<file path="config.mk">
export PLATFORM = sky130hd
export DESIGN_NAME = mdio_page_bridge
export DESIGN_NICKNAME = d
export VERILOG_FILES = /design/src/rtl/mdio_bridge_pkg.sv /design/src/rtl/mdc_sampler.sv /design/src/rtl/mdio_frame_engine.sv /design/src/rtl/page_word_mapper.sv /design/src/rtl/mdio_page_bridge.sv
export SDC_FILE = /design/constraint.sdc
export NUM_CORES = 1
export LEC_CHECK = 0
export ABC_CLOCK_PERIOD_IN_PS = 4500
export BUFFER_PORTS_ARGS = -buffer_cell sky130_fd_sc_hd__buf_2
export CAP_MARGIN = 15
export CORE_ASPECT_RATIO = 0.7
export CORE_MARGIN = 2
export CORE_UTILIZATION = 55
export DETAILED_ROUTE_END_ITERATION = 10
export PLACE_DENSITY_LB_ADDON = 0.3
export SYNTH_ARGS = -nofsm -noshare
export SYNTH_HDL_FRONTEND = slang
export SYNTH_SLANG_ARGS = --single-unit
</file>
<file path="constraint.sdc">
create_clock -name clk -period 4.5 [get_ports clk]
set_input_delay 0.9 -clock clk [delete_from_list [all_inputs] [get_ports clk]]
set_output_delay 0.9 -clock clk [all_outputs]
set_load 0.005 [all_outputs]
</file>
<file path="src/rtl/mdio_bridge_pkg.sv">
// Shared widths, field codes and window decoders for the MDIO paged bridge.
// Assumes clause-22 frames with 5-bit PHY and register fields.
package mdio_bridge_pkg;
    localparam int PHY_W     = 5;
    localparam int REG_W     = 5;
    localparam int HALF_W    = 16;
    localparam int WORD_W    = 2 * HALF_W;
    localparam int PAGE_W    = 9;
    localparam int WIN_BITS  = 3;
    localparam int SLOT_BITS = REG_W - 1;
    localparam int ADDR_W    = PAGE_W + WIN_BITS + SLOT_BITS;
    localparam int HDR_BITS  = 2 + PHY_W + REG_W;

    localparam logic [PHY_W-1:0] PAGE_PHY = 5'h1f;
    localparam logic [REG_W-1:0] PAGE_REG = 5'h10;
    localparam logic [1:0]       OP_WR    = 2'b01;
    localparam logic [1:0]       OP_RD    = 2'b10;

    typedef struct packed {
        logic              wr;
        logic [PHY_W-1:0]  phy;
        logic [REG_W-1:0]  regn;
        logic [HALF_W-1:0] data;
    } mdio_req_t;

    function automatic logic is_page(input logic [PHY_W-1:0] phy, input logic [REG_W-1:0] regn);
        return (phy == PAGE_PHY) && (regn == PAGE_REG);
    endfunction

    function automatic logic is_data(input logic [PHY_W-1:0] phy);
        return phy[PHY_W-1:WIN_BITS] == 2'b10;
    endfunction
endpackage

</file>
<file path="src/rtl/mdc_sampler.sv">
// Synchronises MDC and MDIO into the system clock and flags MDC rising edges.
// Assumes MDC is slower than a quarter of the system clock.
module mdc_sampler #(
    parameter int STAGES = 2
) (
    input  logic clk,
    input  logic rst_n,
    input  logic mdc,
    input  logic mdio_i,
    output logic bit_rise,
    output logic bit_val
);
    logic [STAGES-1:0] mdc_sr;
    logic [STAGES-1:0] dat_sr;
    logic              mdc_last;

    genvar g;
    generate
        for (g = 0; g < STAGES; g++) begin : g_stage
            // Shift one synchroniser stage for each line
            always_ff @(posedge clk) begin
                if (!rst_n) begin
                    mdc_sr[g] <= 1'b0;
                    dat_sr[g] <= 1'b1;
                end else if (g == 0) begin
                    mdc_sr[g] <= mdc;
                    dat_sr[g] <= mdio_i;
                end else begin
                    mdc_sr[g] <= mdc_sr[(g == 0) ? 0 : g-1];
                    dat_sr[g] <= dat_sr[(g == 0) ? 0 : g-1];
                end
            end
        end
    endgenerate

    // Remember the previous synchronised MDC level
    always_ff @(posedge clk) begin
        if (!rst_n) mdc_last <= 1'b0;
        else        mdc_last <= mdc_sr[STAGES-1];
    end

    assign bit_rise = mdc_sr[STAGES-1] & ~mdc_last;
    assign bit_val  = dat_sr[STAGES-1];
endmodule

</file>
<file path="src/rtl/mdio_frame_engine.sv">
// Decodes clause-22 frames bit by bit, raises one request per accepted access
// and serialises read data back onto MDIO. Drops frames with bad start,
// opcode or address. Assumes read data is ready before the second turnaround bit.
module mdio_frame_engine
    import mdio_bridge_pkg::*;
#(
    parameter int PRE_MIN = 32
) (
    input  logic              clk,
    input  logic              rst_n,
    input  logic              bit_rise,
    input  logic              bit_val,
    input  logic [HALF_W-1:0] rd_half,
    output logic              req_valid,
    output mdio_req_t         req,
    output logic              mdio_o,
    output logic              mdio_oe
);
    localparam int ONES_W  = $clog2(PRE_MIN + 1);
    localparam int CNT_MAX = (HDR_BITS > HALF_W) ? HDR_BITS : HALF_W;
    localparam int CNT_W   = $clog2(CNT_MAX);

    typedef enum logic [2:0] {S_IDLE, S_ST, S_HDR, S_TA, S_DATA} fstate_t;

    fstate_t             state;
    logic [ONES_W-1:0]   ones_cnt;
    logic [CNT_W-1:0]    cnt;
    logic [HDR_BITS-1:0] hdr_sr;
    logic [HALF_W-1:0]   dsh;
    logic [HALF_W-1:0]   osh;
    logic                is_rd;
    logic [PHY_W-1:0]    phy_q;
    logic [REG_W-1:0]    reg_q;

    logic [HDR_BITS-1:0] hdr_full;
    logic [1:0]          hdr_op;
    logic [PHY_W-1:0]    hdr_phy;
    logic [REG_W-1:0]    hdr_reg;
    logic                hdr_ok;

    // Header as it stands including the bit being sampled now
    always_comb begin
        hdr_full = {hdr_sr[HDR_BITS-2:0], bit_val};
        hdr_op   = hdr_full[HDR_BITS-1 -: 2];
        hdr_phy  = hdr_full[REG_W +: PHY_W];
        hdr_reg  = hdr_full[REG_W-1:0];
        hdr_ok   = ((hdr_op == OP_RD) || (hdr_op == OP_WR)) &&
                   (is_page(hdr_phy, hdr_reg) || is_data(hdr_phy));
    end

    // Frame state machine, request generation and MDIO drive
    always_ff @(posedge clk) begin
        if (!rst_n) begin
            state     <= S_IDLE;
            ones_cnt  <= '0;
            cnt       <= '0;
            hdr_sr    <= '0;
            dsh       <= '0;
            osh       <= '0;
            is_rd     <= 1'b0;
            phy_q     <= '0;
            reg_q     <= '0;
            req_valid <= 1'b0;
            req       <= '0;
            mdio_o    <= 1'b0;
            mdio_oe   <= 1'b0;
        end else begin
            req_valid <= 1'b0;
            if (bit_rise) begin
                case (state)
                    S_IDLE: begin
                        if (bit_val) begin
                            if (ones_cnt != ONES_W'(PRE_MIN)) ones_cnt <= ones_cnt + 1'b1;
                        end else begin
                            if (ones_cnt == ONES_W'(PRE_MIN)) state <= S_ST;
                            ones_cnt <= '0;
                        end
                    end
                    S_ST: begin
                        cnt   <= '0;
                        state <= bit_val ? S_HDR : S_IDLE;
                    end
                    S_HDR: begin
                        hdr_sr <= hdr_full;
                        if (cnt == CNT_W'(HDR_BITS - 1)) begin
                            cnt <= '0;
                            if (hdr_ok) begin
                                state <= S_TA;
                                is_rd <= (hdr_op == OP_RD);
                                phy_q <= hdr_phy;
                                reg_q <= hdr_reg;
                                if (hdr_op == OP_RD) begin
                                    req_valid <= 1'b1;
                                    req       <= '{wr: 1'b0, phy: hdr_phy, regn: hdr_reg, data: '0};
                                end
                            end else begin
                                state <= S_IDLE;
                            end
                        end else begin
                            cnt <= cnt + 1'b1;
                        end
                    end
                    S_TA: begin
                        if (cnt == '0) begin
                            cnt <= 1;
                            if (is_rd) begin
                                mdio_oe <= 1'b1;
                                mdio_o  <= 1'b0;
                            end
                        end else begin
                            cnt   <= '0;
                            state <= S_DATA;
                            if (is_rd) begin
                                mdio_o <= rd_half[HALF_W-1];
                                osh    <= {rd_half[HALF_W-2:0], 1'b0};
                            end
                        end
                    end
                    S_DATA: begin
                        if (is_rd) begin
                            mdio_o <= osh[HALF_W-1];
                            osh    <= {osh[HALF_W-2:0], 1'b0};
                        end else begin
                            dsh <= {dsh[HALF_W-2:0], bit_val};
                        end
                        if (cnt == CNT_W'(HALF_W - 1)) begin
                            state    <= S_IDLE;
                            ones_cnt <= '0;
                            mdio_oe  <= 1'b0;
                            mdio_o   <= 1'b0;
                            if (!is_rd) begin
                                req_valid <= 1'b1;
                                req <= '{wr: 1'b1, phy: phy_q, regn: reg_q,
                                         data: {dsh[HALF_W-2:0], bit_val}};
                            end
                        end else begin
                            cnt <= cnt + 1'b1;
                        end
                    end
                    default: state <= S_IDLE;
                endcase
            end
        end
    end

    AST_REQ_SINGLE: assert property (@(posedge clk) disable iff (!rst_n)
        req_valid |=> !req_valid);

    AST_OE_NO_WRITE_REQ: assert property (@(posedge clk) disable iff (!rst_n)
        mdio_oe |-> !(req_valid && req.wr));
endmodule

</file>
<file path="src/rtl/page_word_mapper.sv">
// Holds page, shadow and snapshot registers and turns frame requests into
// internal bus accesses. Assumes bus_rdata is valid in the bus_rd cycle.
module page_word_mapper
    import mdio_bridge_pkg::*;
(
    input  logic              clk,
    input  logic              rst_n,
    input  logic              req_valid,
    input  mdio_req_t         req,
    output logic [HALF_W-1:0] rd_half,
    output logic [ADDR_W-1:0] bus_addr,
    output logic [WORD_W-1:0] bus_wdata,
    output logic              bus_wr,
    output logic              bus_rd,
    input  logic [WORD_W-1:0] bus_rdata
);
    logic [PAGE_W-1:0] page_q;
    logic [HALF_W-1:0] shadow_q;
    logic [WORD_W-1:0] snap_q;
    logic              snap_pend;
    logic [ADDR_W-1:0] word_addr;
    logic              req_page;
    logic              req_data;

    // Fold page, window bits and slot bits into one word address
    always_comb begin
        word_addr = {page_q, req.phy[WIN_BITS-1:0], req.regn[REG_W-1:1]};
        req_page  = is_page(req.phy, req.regn);
        req_data  = is_data(req.phy);
    end

    // Apply requests to page/shadow/snapshot and drive the bus strobes
    always_ff @(posedge clk) begin
        if (!rst_n) begin
            page_q    <= '0;
            shadow_q  <= '0;
            snap_q    <= '0;
            snap_pend <= 1'b0;
            rd_half   <= '0;
            bus_addr  <= '0;
            bus_wdata <= '0;
            bus_wr    <= 1'b0;
            bus_rd    <= 1'b0;
        end else begin
            bus_wr <= 1'b0;
            bus_rd <= 1'b0;
            if (snap_pend) begin
                snap_q    <= bus_rdata;
                rd_half   <= bus_rdata[HALF_W-1:0];
                snap_pend <= 1'b0;
            end
            if (req_valid) begin
                if (req_page) begin
                    if (req.wr) page_q  <= req.data[PAGE_W-1:0];
                    else        rd_half <= {{(HALF_W-PAGE_W){1'b0}}, page_q};
                end else if (req_data) begin
                    if (req.wr) begin
                        if (req.regn[0]) begin
                            shadow_q <= req.data;
                        end else begin
                            bus_wr    <= 1'b1;
                            bus_addr  <= word_addr;
                            bus_wdata <= {shadow_q, req.data};
                        end
                    end else begin
                        if (req.regn[0]) begin
                            rd_half <= snap_q[WORD_W-1:HALF_W];
                        end else begin
                            bus_rd    <= 1'b1;
                            bus_addr  <= word_addr;
                            snap_pend <= 1'b1;
                        end
                    end
                end
            end
        end
    end

    AST_WR_FROM_REQ: assert property (@(posedge clk) disable iff (!rst_n)
        bus_wr |-> $past(req_valid && req.wr && !req.regn[0]));

    AST_RD_FROM_REQ: assert property (@(posedge clk) disable iff (!rst_n)
        bus_rd |-> $past(req_valid && !req.wr && !req.regn[0]));

    AST_SNAP_HOLD: assert property (@(posedge clk) disable iff (!rst_n)
        !snap_pend |=> $stable(snap_q));

    AST_PAGE_HOLD: assert property (@(posedge clk) disable iff (!rst_n)
        !(req_valid && req.wr && req_page) |=> $stable(page_q));
endmodule

</file>
<file path="src/rtl/mdio_page_bridge.sv">
// Top of the MDIO paged 32-bit register bridge: sampler, frame engine and
// word mapper in a chain. Assumes MDIO is an open-drain line with pull-up.
module mdio_page_bridge
    import mdio_bridge_pkg::*;
#(
    parameter int SYNC_STAGES = 2,
    parameter int PRE_MIN     = 32
) (
    input  logic              clk,
    input  logic              rst_n,
    input  logic              mdc,
    input  logic              mdio_i,
    output logic              mdio_o,
    output logic              mdio_oe,
    output logic [ADDR_W-1:0] bus_addr,
    output logic [WORD_W-1:0] bus_wdata,
    output logic              bus_wr,
    output logic              bus_rd,
    input  logic [WORD_W-1:0] bus_rdata
);
    logic              bit_rise;
    logic              bit_val;
    logic              req_valid;
    mdio_req_t         req;
    logic [HALF_W-1:0] rd_half;

    mdc_sampler #(.STAGES(SYNC_STAGES)) u_sampler (
        .clk(clk), .rst_n(rst_n), .mdc(mdc), .mdio_i(mdio_i),
        .bit_rise(bit_rise), .bit_val(bit_val)
    );

    mdio_frame_engine #(.PRE_MIN(PRE_MIN)) u_engine (
        .clk(clk), .rst_n(rst_n), .bit_rise(bit_rise), .bit_val(bit_val),
        .rd_half(rd_half), .req_valid(req_valid), .req(req),
        .mdio_o(mdio_o), .mdio_oe(mdio_oe)
    );

    page_word_mapper u_mapper (
        .clk(clk), .rst_n(rst_n), .req_valid(req_valid), .req(req),
        .rd_half(rd_half), .bus_addr(bus_addr), .bus_wdata(bus_wdata),
        .bus_wr(bus_wr), .bus_rd(bus_rd), .bus_rdata(bus_rdata)
    );

    AST_STROBE_EXCL: assert property (@(posedge clk) disable iff (!rst_n)
        !(bus_wr && bus_rd));

    AST_OE_NOT_WITH_WR: assert property (@(posedge clk) disable iff (!rst_n)
        mdio_oe |-> !bus_wr);
endmodule

</file>
* Yosys cells after proc, flatten, opt, wreduce, memory -nomap -nowiden
Index checks and enable logic that the tools add are counted. W data, S select, Z words.
Operators by class: add/subtract/negate cells 2, eq/ne operators 30, multiplexer cells 50, bitwise logic cells 9, reductions and logical operators 28
Operators by type and width (count):
- $mux W16 | 10
- $mux W27 | 5
- $pmux W27 S2 | 1
- $pmux W16 S2 | 1
- $eq A5 B5 Y1 const B | 4
- $reduce_and A5 Y1 | 4
- $mux W6 | 3
- $ne A2 B1 Y1 const B | 8
- $pmux W4 S4 | 1
- $reduce_and A4 Y1 | 4
- $mux W1 | 15
- $mux W3 | 5
- $pmux W3 S5 | 1
- $pmux W6 S2 | 1
- $reduce_or A5 Y1 | 2
- $reduce_and A3 Y1 | 3
- $eq A4 B4 Y1 const B | 2
- $mux W4 | 2
- $ne A2 B2 Y1 const B | 4
- $not A1 Y1 | 8
- $reduce_and A7 Y1 | 1
- $add A6 B1 Y6 const B | 1
- $eq A2 B2 Y1 const B | 3
- $eq A3 B2 Y1 const B | 2
- other kinds (19) | 28
Storage, ports and cells: bits in registers 224, input bits 36, output and inout bits 52, word-level logic and storage cells 148

* Logic depth before layout (Yosys ltp)
depth in word-level cells 7, gate-level depth with buffers 8, gate-level depth less buffers 6

* Cells and area by module
From an unflattened synthesis, not the netlist that was laid out.
Unflattened totals: cell total of the unflattened synthesis 988, area total of the unflattened synthesis 8614.5 um^2
Modules (own cells, without submodules):
- mdio_frame_engine | instances 1, cells an instance 533, area each 4480.5 um^2, seq. area each 1901.8 um^2
- page_word_mapper | instances 1, cells an instance 444, area each 3996.3 um^2, seq. area each 2142.1 um^2
- mdc_sampler | instances 1, cells an instance 11, area each 137.6 um^2, seq. area each 100.1 um^2

* Worst setup path before layout
Ideal clock, no wire load.
kind register to register, start point register u_sampler.dat_sr[1] (netlist: u_sampler.bit_val), end point register u_engine.req[10] (netlist name), setup time 0.072 ns, arrival time 2.010 ns, data required time 4.428 ns, slack 2.418 ns, cell stages (with the launch flop) 8, buffers on the path 3, period minus slack after synthesis 2.082 ns, cells stage by stage dfxtp_1 buf_6 or4b_4 o21a_1 a2111oi_2 buf_6 buf_12 mux2i_1
Between the ends: word-level cells in the longest chain between the ends 6
RTL lines:
- from (decl) | line mdc_sampler.sv:14 | logic [STAGES-1:0] dat_sr;
- from (signal, indexed assignment) | line mdc_sampler.sv:27 | dat_sr[g] <= mdio_i;
- from (signal, indexed assignment) | line mdc_sampler.sv:30 | dat_sr[g] <= dat_sr[(g == 0) ? 0 : g-1];
- $eq A5 B5 Y1 | line mdio_bridge_pkg.sv:27 | return (phy == PAGE_PHY) && (regn == PAGE_REG);
- $logic_and A1 B1 Y1 | line mdio_bridge_pkg.sv:27
- $logic_or A1 B1 Y1 | line mdio_frame_engine.sv:48 | (is_page(hdr_phy, hdr_reg) || is_data(hdr_phy));
- $logic_and A1 B1 Y1 | line mdio_frame_engine.sv:47 | hdr_ok = ((hdr_op == OP_RD) || (hdr_op == OP_WR)) &&
- $ne A2 B1 Y1 (no line)
- $reduce_and A7 Y1 (no line)
Every way passes these cells. A chain may end at the register's enable or synchronous reset.

* Final worst setup path
start point register u_engine.state[2], end point register u_engine.osh[10]
Between the ends: word-level cells in the longest chain between the ends 3, elaborated cells between the ends (all ways) 8, those cells by class eq/ne: 5; mux: 1; reduce/logical: 2
RTL lines:
- from (decl) | line mdio_frame_engine.sv:25 | fstate_t state;
- from (signal assigned) | line mdio_frame_engine.sv:81 | state <= bit_val ? S_HDR : S_IDLE;
- $eq A3 B3 Y1 or $eq A3 B2 Y1 (tied branches) | line mdio_frame_engine.sv:70 | case (state)
- $ne A2 B1 Y1 (no line), or another cell as far along
- $reduce_and A5 Y1 (no line)
- to (signal assigned) | line mdio_frame_engine.sv:115 | osh <= {rd_half[HALF_W-2:0], 1'b0};
- to (signal assigned) | line mdio_frame_engine.sv:122 | osh <= {osh[HALF_W-2:0], 1'b0};
- to (decl) | line mdio_frame_engine.sv:30 | logic [HALF_W-1:0] osh;
Several ways; a longest one is shown, not always the timed one.

==> qor_table.md <==
| Group | Metric | This run |
| --- | --- | --- |
| floorplanning | Core Box Area | 14,900 µm² |
| cts | H-tree depth | 1 |
| global routing | Initial antenna violation count | 0 |
| run | Max-Cap Viols | 0 |
| synthesis | Flip-flop and latch count after synthesis | 207 |
| sta | Number of failing setup endpoints in the final timing report | 0 |
| sta | Slew margin rel. | 26.1% |
| synthesis | Total standard cell area after synthesis | 8470 µm² |
| worst setup path | Worst endpoint data arrival time | 3.57 ns |
| final layout | Non-Filler Instances | 1,224 |
| sta | Max Transition Viols Final | 0 |
| placed design | Post-placement cell count | 1,192 |
| floorplanning | Number of rows in the core area | 37 |
| status | Status | complete, no violations |
| sta | Transition at the pin with the smallest max-transition slack | 1.10 ns |
| cts | CTS Buf Count | 20 |
| final layout | Number of fill cells in the layout | 1,252 |
| floorplanning | Area of the die | 16,400 µm² |
| cts | Post-CTS setup-driven buffer insertion count | 0 |
| final layout | Ant diodes | 0 |
| routing | Via count | 6,985 |
| sta | TNS Setup | 0 ns |
| final layout | Area Growth Syn to Fin | 12.3% |
| routing | Routed len/inst | 15.8 µm |
| cts | Insertion delay of the later-clocked pin in the worst-skew pair | 0.49 ns |
| global routing | Number of global-route vias before repair | 6,291 |
| synthesis | Number of enable-type register cells in the synthesized netlist | 0 |
| floorplanning | Die Span X | 152 µm |
| synthesis | Multiplexer area fraction after synthesis | 11.5% |
| pwr | Clk pwr share | 45.1% |
| synthesis | Adder and majority cell fraction of the synthesized area | 0.739% |
| placed design | Setup slack after placement | 1.33 ns |
| synthesis | Number of different library cells in the post-synthesis netlist | 58 |
| routing | Average vias per placed instance | 5.71 |
| cts | Clock tree from TritonCTS | built |
| synthesis | Main flop type after synthesis | sky130_fd_sc_hd__dfxtp_1 |
| final layout | Final layout net count | 1,060 |
| worst setup path | Type of the worst setup path | flip-flop to flip-flop |
| global routing | Total congestion overflow | 0 |
| pwr | Share of total power consumed by net switching | 20.6% |
| floorplanning | Starting Density | 57.0% |
| synthesis | Share of the synthesized area in compound gates (AO/OA/AOI/OAI) | 14.3% |
| pwr | Switching pwr | 714 µW |
| routing | Remaining antenna violation count after routing | 0 |
| global routing | Aggregate global-route resource usage | 23.2% |
| pwr | Maximum VDD drop | 0.000209 V |
| worst setup path | Data required time at the worst endpoint | 4.82 ns |
| floorplanning | Die height | 108 µm |
| worst setup path | Critical Path Start Type | flip-flop |
| cts | Post_cts resized | 0 |
| synthesis | Combinational family with the most area after synthesis | simple AND/OR/NAND/NOR gates |
| sta | Setup repair after global routing missed its margin | no |
| pwr | PwrDens | 365 nW/µm² |
| synthesis | Cell count after synthesis | 977 |
| cts | Root Buffer Master | sky130_fd_sc_hd__clkbuf_16 |
| final layout | Fraction of layout cells with a size suffix above 1 | 14.3% |
| cts | CTS Buffer Depth | 3 |
| cts | Hold_buf cts | 0 |
| global routing | Maximum number of pins on one net before global-route repair | 86 |
| sta | Final Worst Setup Slack | 1.26 ns |
| pwr | Share of total power in sequential cells | 53.0% |
| pwr | Comb pwr share | 1.9% |
| cts | Register clock-pin slew on the reported worst setup and hold paths | 0.06 ns |
| hold path | Type of the most critical hold path | flip-flop to flip-flop |
| synthesis | Post-Synth XOR/XNOR Area | 0.207% |
| worst setup path | Crit end category | flip-flop |
| routing | Drt drc | 0 |
| placed design | HPWL reported at the end of detailed placement | 12.6 mm |
| synthesis | Sequential element share of the synthesized area | 48.9% |
| routing | Detailed router's first-iteration violation count | 440 |
| synthesis | Net count after synthesis | 1,018 |
| placed design | Gp weighted congestion | 0.854 |
| synthesis | Simple-gate share of the synthesized area | 19.7% |
| sta | Crit path time final | 3.24 ns |
| sta | Period utilization | 72.1% |
| sta | Fin. Hold Viols | 0 |
| synthesis | Async S/R FF share, synth | 0% |
| routing | Post-Route WL | 19.3 mm |
| sta | Maximum achievable frequency | 0.308 GHz |
| worst setup path | CP max FO | 31 |
| synthesis | Ys Warns | 0 |
| floorplanning | Ports | 88 |
| pwr | Cell internal pwr | 2.75 mW |
| final layout | Combined area of the multi-input logic cells | 3960 µm² |
| final layout | Register cell area after layout | 4150 µm² |
| sta | Worst Skew | 0.00710 ns |
| placed design | Count of port buffers added during placement | 87 |
| pwr | Leakage power of the design | 3.44 nW |
| global routing | First-pass GRT wire length | 31.8 mm |
| routing | Length of the first detailed-routing pass in iterations | 5 |
| cts | Clock sink count | 207 |
| synthesis | Synthesized area divided by synthesized cell count | 8.67 µm² |
## registers in the layout (all words and copies together), names as in the netlist, 4 cells and up
signal / cells
u_engine.ones_cnt: 6
u_engine.osh: 15
u_engine.phy_q: 5
u_mapper.rd_half: 16
u_engine.hdr_sr: 11
u_mapper.snap_q: 16
u_mapper.bus_wdata: 32
u_mapper.bus_addr: 16
u_engine.cnt: 4
u_mapper.shadow_q: 16
u_engine.req: 27
u_engine.reg_q: 5
u_mapper.page_q: 9
u_engine.dsh: 15
## layer usage
| metal | vias to the layer above | global-route usage, % | part of all wire (%) |
|---|---|---|---|
| li1 | 3468 | - | - |
| met1 | 3320 | 34.9 | 50 |
| met2 | 171 | 34.7 | 43 |
| met3 | 26 | 3.42 | 4.6 |
| met4 | 0 | 5.87 | 2.0 |
| met5 | - | 0 | 0 |
## cells in the final DEF (no fill, tap or decap), types with 3 or more instances in the layout
master,synthesis,layout
sky130_fd_sc_hd__nand2_1,226,226
sky130_fd_sc_hd__dfxtp_1,207,206
sky130_fd_sc_hd__a21oi_1,117,117
sky130_fd_sc_hd__buf_2,9,87
sky130_fd_sc_hd__mux2i_1,86,86
sky130_fd_sc_hd__nor2_1,58,58
sky130_fd_sc_hd__nand3_1,37,37
sky130_fd_sc_hd__clkbuf_16,0,21
sky130_fd_sc_hd__o21ai_0,20,20
sky130_fd_sc_hd__a311oi_1,16,16
sky130_fd_sc_hd__mux2_2,10,10
sky130_fd_sc_hd__inv_1,10,10
sky130_fd_sc_hd__buf_4,0,10
sky130_fd_sc_hd__a211oi_1,9,9
sky130_fd_sc_hd__o221ai_1,8,8
sky130_fd_sc_hd__nand4_1,7,7
sky130_fd_sc_hd__nand2b_1,6,6
sky130_fd_sc_hd__ha_1,5,5
sky130_fd_sc_hd__clkbuf_1,57,5
sky130_fd_sc_hd__or3b_2,4,4
sky130_fd_sc_hd__and3b_1,4,4
sky130_fd_sc_hd__nor2b_1,4,4
sky130_fd_sc_hd__and2_1,4,4
sky130_fd_sc_hd__o31ai_1,4,4
sky130_fd_sc_hd__nor3_1,3,3
sky130_fd_sc_hd__nand3b_1,3,3
sky130_fd_sc_hd__o311ai_0,3,3
sky130_fd_sc_hd__and4_1,3,3
sky130_fd_sc_hd__a31oi_1,3,3
sky130_fd_sc_hd__clkbuf_8,0,3
## cell usage after synthesis, types with 3 or more instances
master                       n  share of area [%]
sky130_fd_sc_hd__mux2_2     10                1.3
sky130_fd_sc_hd__a311oi_1   16                1.7
sky130_fd_sc_hd__nor3b_1     3               0.27
sky130_fd_sc_hd__buf_1       7               0.31
sky130_fd_sc_hd__o31ai_1     4               0.35
sky130_fd_sc_hd__nand2b_1    6               0.44
sky130_fd_sc_hd__o21ai_0    20                1.2
sky130_fd_sc_hd__clkbuf_1   57                2.5
sky130_fd_sc_hd__nand3b_1    3               0.27
sky130_fd_sc_hd__and2_1      4               0.30
sky130_fd_sc_hd__buf_2       9               0.53
sky130_fd_sc_hd__inv_1      10               0.44
sky130_fd_sc_hd__nand4_1     7               0.52
sky130_fd_sc_hd__nor3_1      3               0.18
sky130_fd_sc_hd__o221ai_1    8               0.83
sky130_fd_sc_hd__a21oi_1   117                6.9
sky130_fd_sc_hd__o311ai_0    3               0.31
sky130_fd_sc_hd__a31oi_1     3               0.22
sky130_fd_sc_hd__nor2b_1     4               0.30
sky130_fd_sc_hd__and3b_1     4               0.41
sky130_fd_sc_hd__and4_1      3               0.31
sky130_fd_sc_hd__ha_1        5               0.74
sky130_fd_sc_hd__nand2_1   226                 10
sky130_fd_sc_hd__dfxtp_1   207                 49
sky130_fd_sc_hd__nand3_1    37                2.2
sky130_fd_sc_hd__nor2_1     58                2.6
sky130_fd_sc_hd__a211oi_1    9               0.80
sky130_fd_sc_hd__or3b_2      4               0.41
sky130_fd_sc_hd__mux2i_1    86                 10
## critical path, cell delays in order (launching register included)
cell and delay, ns:
sky130_fd_sc_hd__dfxtp_1 0.64, sky130_fd_sc_hd__or3b_2 0.80, sky130_fd_sc_hd__o21ai_1 0.71, sky130_fd_sc_hd__and2_0 0.72, sky130_fd_sc_hd__a311oi_1 0.20
## cell type report
type | instances | share of cell area (%)
clock buffers | 29 | 6.16
clock inverters | 3 | 0.197
inverters | 11 | 0.461
multi-input cells | 682 | 41.6
flip-flops and latches | 207 | 43.6
well taps | 195 | 2.57
repair buffers | 97 | 5.37
## stage by stage
step	instance area (µm²)	utilization [%]	power [mW]	hold WS, ns
floorplan	8470	-	1.92	0.386
global placement	8900	59.9	1.94	0.388
detailed placement	8900	59.9	1.94	0.397
CTS	9510	64.0	3.49	0.411
global route	9510	64.0	3.57	0.418
finish	9510	64.0	3.47	0.411
## path summary, 6_finish.rpt
path	end	slack, ns	cells past startpoint	from
setup / recovery	u_engine.osh[10]$_SDFFE_PN0P_	1.26	4	u_engine.state[2]$_SDFFE_PN0P_
hold / removal	u_sampler.bit_val$_SDFF_PN1_	0.41	1	u_sampler.dat_sr[0]$_SDFF_PN1_
setup reg to reg	u_engine.osh[10]$_SDFFE_PN0P_	1.26	4	u_engine.state[2]$_SDFFE_PN0P_
hold reg to reg	u_sampler.bit_val$_SDFF_PN1_	0.41	1	u_sampler.dat_sr[0]$_SDFF_PN1_
## logic make-up (layout without fill, tap and decap cells)
group,after synthesis,in the layout
muxes,96,96
AOI/OAI and AO/OA,201,201
adders and majority gates,5,5
xor gates and xnor gates,2,2
and+or+nand+nor,378,378
DFF,207,207
buffers and inverters,88,140
## power by group through the flow
stage	clock [mW]	combinational (mW)	sequential (mW)
6_report	1.56	0.0672	1.84
5_1_grt	1.66	0.0736	1.84
4_1_cts	1.59	0.0669	1.84
3_5_place_dp	0	0.0668	1.88
3_3_place_gp	0	0.0667	1.88
2_1_floorplan	0	0.0410	1.88
(Power assumes the default switching activity.)
